==> src/rtl/rst_seq.sv <==
module rst_seq #(
  parameter int CYC_PER_INSN = 2,
  parameter int MIN_INSNS    = 2,
  parameter int STAB_CYCLES  = 32,
  parameter int PC_W         = 16,
  parameter int RESET_VEC    = 0
) (
  input  logic            clk,
  input  logic            rst_pin_n,
  input  logic            wdt_ovf,
  input  logic            stop_clr_n,
  output logic            sys_init,
  output logic            ram_en_clr,
  output logic            irq_en_clr,
  output logic            pc_load,
  output logic [PC_W-1:0] pc_value,
  output logic            fetch_en
);
  localparam int HOLD_CYC = CYC_PER_INSN * MIN_INSNS;
  localparam int MAX_WAIT = (STAB_CYCLES > HOLD_CYC) ? STAB_CYCLES : HOLD_CYC;
  localparam int CW       = $clog2(MAX_WAIT + 1);
  localparam logic [CW-1:0] STAB_M1 = CW'(STAB_CYCLES - 1);
  localparam logic [CW-1:0] HOLD_M1 = CW'(HOLD_CYC - 1);
  localparam logic [PC_W-1:0] VEC   = PC_W'(RESET_VEC);

  typedef enum logic [1:0] {S_HOLD, S_LOAD, S_RUN} st_t;

  st_t           state;
  logic [CW-1:0] cnt;
  logic          long_wait;
  logic          rel1, rel2, stp1, stp2;
  logic [CW-1:0] need_m1;

  always_ff @(posedge clk or negedge rst_pin_n)
    if (!rst_pin_n) begin
      rel1 <= 1'b0;
      rel2 <= 1'b0;
      stp1 <= 1'b1;
      stp2 <= 1'b1;
    end else begin
      rel1 <= 1'b1;
      rel2 <= rel1;
      stp1 <= stop_clr_n;
      stp2 <= stp1;
    end

  assign need_m1 = long_wait ? STAB_M1 : HOLD_M1;

  always_ff @(posedge clk or negedge rst_pin_n)
    if (!rst_pin_n) begin
      state     <= S_HOLD;
      cnt       <= '0;
      long_wait <= 1'b1;
    end else begin
      case (state)
        S_HOLD:
          if (!stp2) begin
            cnt       <= '0;
            long_wait <= 1'b1;
          end else if (rel2) begin
            if (cnt == need_m1) begin
              state <= S_LOAD;
              cnt   <= '0;
            end else begin
              cnt <= cnt + 1'b1;
            end
          end
        default:
          if (!stp2) begin
            state     <= S_HOLD;
            cnt       <= '0;
            long_wait <= 1'b1;
          end else if (wdt_ovf) begin
            state     <= S_HOLD;
            cnt       <= '0;
            long_wait <= 1'b0;
          end else begin
            state <= S_RUN;
          end
      endcase
    end

  assign sys_init   = (state == S_HOLD);
  assign ram_en_clr = sys_init;
  assign irq_en_clr = sys_init;
  assign pc_load    = (state == S_LOAD);
  assign pc_value   = pc_load ? VEC : '0;
  assign fetch_en   = (state == S_RUN);
endmodule


==> config.mk <==
export PLATFORM = sky130hd
export DESIGN_NAME = rst_seq
export DESIGN_NICKNAME = d
export VERILOG_FILES = /design/src/rtl/rst_seq.sv
export SDC_FILE = /design/constraint.sdc
export NUM_CORES = 1
export LEC_CHECK = 0
export BUFFER_PORTS_ARGS = -buffer_cell sky130_fd_sc_hd__buf_2
export CAP_MARGIN = 15
export CORE_MARGIN = 1.5
export CORE_UTILIZATION = 43
export CTS_CLUSTER_SIZE = 20
export DETAILED_ROUTE_END_ITERATION = 10
export PLACE_DENSITY = 0.73
export SYNTH_ARGS = -nofsm -noshare
export SYNTH_HDL_FRONTEND = slang
export SYNTH_SLANG_ARGS = --single-unit
==> constraint.sdc <==
create_clock -name clk -period 1.3 [get_ports clk]
set_input_delay 0.26 -clock clk [delete_from_list [all_inputs] [get_ports clk]]
set_output_delay 0.26 -clock clk [all_outputs]
set_load 0.02 [all_outputs]
==> results.toml <==
[critical_path]
r2r_end = "cnt[4]$_DFFE_PN0P_"
cp-endpoint = "cnt[4]$_DFFE_PN0P_"
crit_fanout = 7
crit_path_end_kind = "register"
required_ns = 1.47
r2r_cells = 3
cp.arrival_ns = 1.57
startpoint_type = "register"
setup.worst_path.class = "reg2reg"
reg2reg_slack_ns = -0.10
r2r_start = "state[1]$_DFFE_PN0P_"
crit_start = "state[1]$_DFFE_PN0P_"

[logic_synthesis]
synth_cells = 73
yosysUniqueCellTypes = 27
synth.largest_area_cell = "dfrtp_1"
ys_seq_area_share_pct = 45.0
synth_enable_flop_cells = 0
synth_area_leaders = "dfrtp_1 34%, buf_4 18%, dfstp_2 11%"
async_flop_share_pct = 100
synth_top_area_share_pct = 34.2
ys.flop_type = "dfrtp_1"
yosys_warnings = 0
ys_ff_latch = 13
syn_area_per_cell_sq_um = 10.0
syn_area_sq_um = 732

[outcome]
status = "complete, but fails checks"
violations = "negative setup slack"

[clocking]
cts_made_buffers = 3
clock_latency_ns = 0.29
cts_tree = "done"
cts_max_level = 1
cts.sinks = 13
ctsLongestPathBuffers = 2
path_clk_slew_ns = 0.09
cts_root_buf = "clkbuf_4"

[sta]
clock_skew_ns = 0.0112
worst_slack_ns = -0.104
hold_viol_final = 0
drv_slew = 0
fin_crit_ns = 1.40
finalCritPeriodShare_pct = 108
rsz0062_at_grt = "yes"
setup_violations = 10
max_freq_mhz = 712
tns_ns = -0.834

[hold_path]
hold_path_class = "in2reg"

[layout]
drive_above_1_share_pct = 43.9
mostFrequentLayoutCells = "17 x conb_1, 15 x buf_4, 8 x dfrtp_1, 5 x o21ai_1, 5 x buf_6"
num-nets-final = 104
final_common_cell = "conb_1"
num_antenna_cells = 0
syn_to_final_growth_pct = 29.1
final_area_sq_um = 945

[run]
maxCapViolations = 0

[power]
power.total_mw = 0.797
power.density_mw_per_mm2 = 844
p_leak_nw = 0.466
vdd_drop_max_uv = 722

[floorplanning]
dieArea_sq_mm = 0.00196
die_w_microns = 44.3
die_h_microns = 44.3
rows = 14
core_sq_mm = 0.00154
start_util_pct = 47.5
io_pins = 25

[place]
place_area_sq_um = 801
place_ws_ns = -0.0848
portBuffers = 8
place_congestion = 0.827
dp_hpwl_mm = 1.04

[routing]
num_vias = 579
drc = 0
wl_per_cell_microns = 13.7
initialDrtViolationCount = 13
ant_nets = 0
vias_per_cell = 5.08
finalWirelength_mm = 1.57
drtPass1Iterations = 4

[grt]
grt_pass1_wl_mm = 2.49
grt_pass1_vias = 587
grt_max_degree = 14
overflow = 0
grtUsageTotal_pct = 18.1
antenna_found_initial = 0
synth_stat cells, types with 2 or more instances:
master / number
nor2b_1: 3
dfstp_2: 3
buf_4: 18
nor2_1: 2
dfrtp_1: 10
inv_1: 2
conb_1: 2
nand3_1: 3
nor3b_1: 2
o21ai_1: 7
nand2b_1: 2
nand2_1: 4
metal layers:
layer / track usage (%) / vias to the layer above / wire (microns)
met4: 11.5 / 0 / 58
li1: - / 271 / -
met2: 30.6 / 21 / 805
met1: 20.7 / 283 / 647
met5: 0 / - / 0
met3: 3.67 / 4 / 54
cell type report:
type / instances / area (sq um)
well taps: 16 / 20.0
repair buffers: 24 / 194
flip-flops and latches: 13 / 332
inverters: 2 / 7.51
multi-input cells: 55 / 365
clock buffers: 4 / 26.3
fillers: 124 / 597
report_power, final:
| group | internal (mW) | total (mW) | switching (mW) |
|---|---|---|---|
| Combinational | 0.0340 | 0.110 | 0.0756 |
| Sequential | 0.419 | 0.428 | 0.00921 |
| Clock | 0.119 | 0.259 | 0.140 |
state kept, by name, summed over array words and instances, names as in the netlist:
name	count
cnt	6
state	2
long_wait	1
rel1	1
rel2	1
stp1	1
stp2	1
cell families (layout without fill, tap and decap cells):
family / count (synthesis) / count (layout) / synth area share (%)
AND/OR/NAND/NOR: 24 / 24 / 21.0
buffers and inverters: 20 / 30 / 19.5
AO/OA/AOI/OAI: 13 / 13 / 11.8
flip-flops: 13 / 13 / 45.0
other: 2 / 17 / 1.03
adder cells (fa/ha/maj): 1 / 1 / 1.71
stage by stage:
step,std cells,hold WS [ns],utilization (%)
final,114,0.0626,61.3
after global routing,114,0.0582,61.3
after CTS,113,0.0679,59.9
after detailed placement,105,0.161,51.9
after global placement,105,0.158,51.9
after floorplan,88,-0.0356,-
worst max-delay path, stage by stage (launching register included):
cell and delay, ns:
dfrtp_2 0.46, buf_4 0.15, o311a_4 0.40, a211o_1 0.26
how the worst min path moves through the flow:
stage	startpoint	endpoint	slack, ns	cells after the start
floorplan	rst_pin_n	cnt[0]$_DFFE_PN0P_	-0.04	0
global placement	rst_pin_n	cnt[5]$_DFFE_PN0P_	0.16	1
detailed placement	rst_pin_n	cnt[5]$_DFFE_PN0P_	0.16	1
CTS	stop_clr_n	stp1$_DFF_PN1_	0.07	1
global route	stop_clr_n	stp1$_DFF_PN1_	0.06	1
finish	stop_clr_n	stp1$_DFF_PN1_	0.06	1
repair_timing:
item,in CTS,in global routing
hold endpoints to repair,10,0
endpoints found under the setup margin,10,11
hold buffers,1,0
pin swaps,6,1
resized for setup,16,4
buffers inserted,3,1
(Power assumes the default switching activity.)
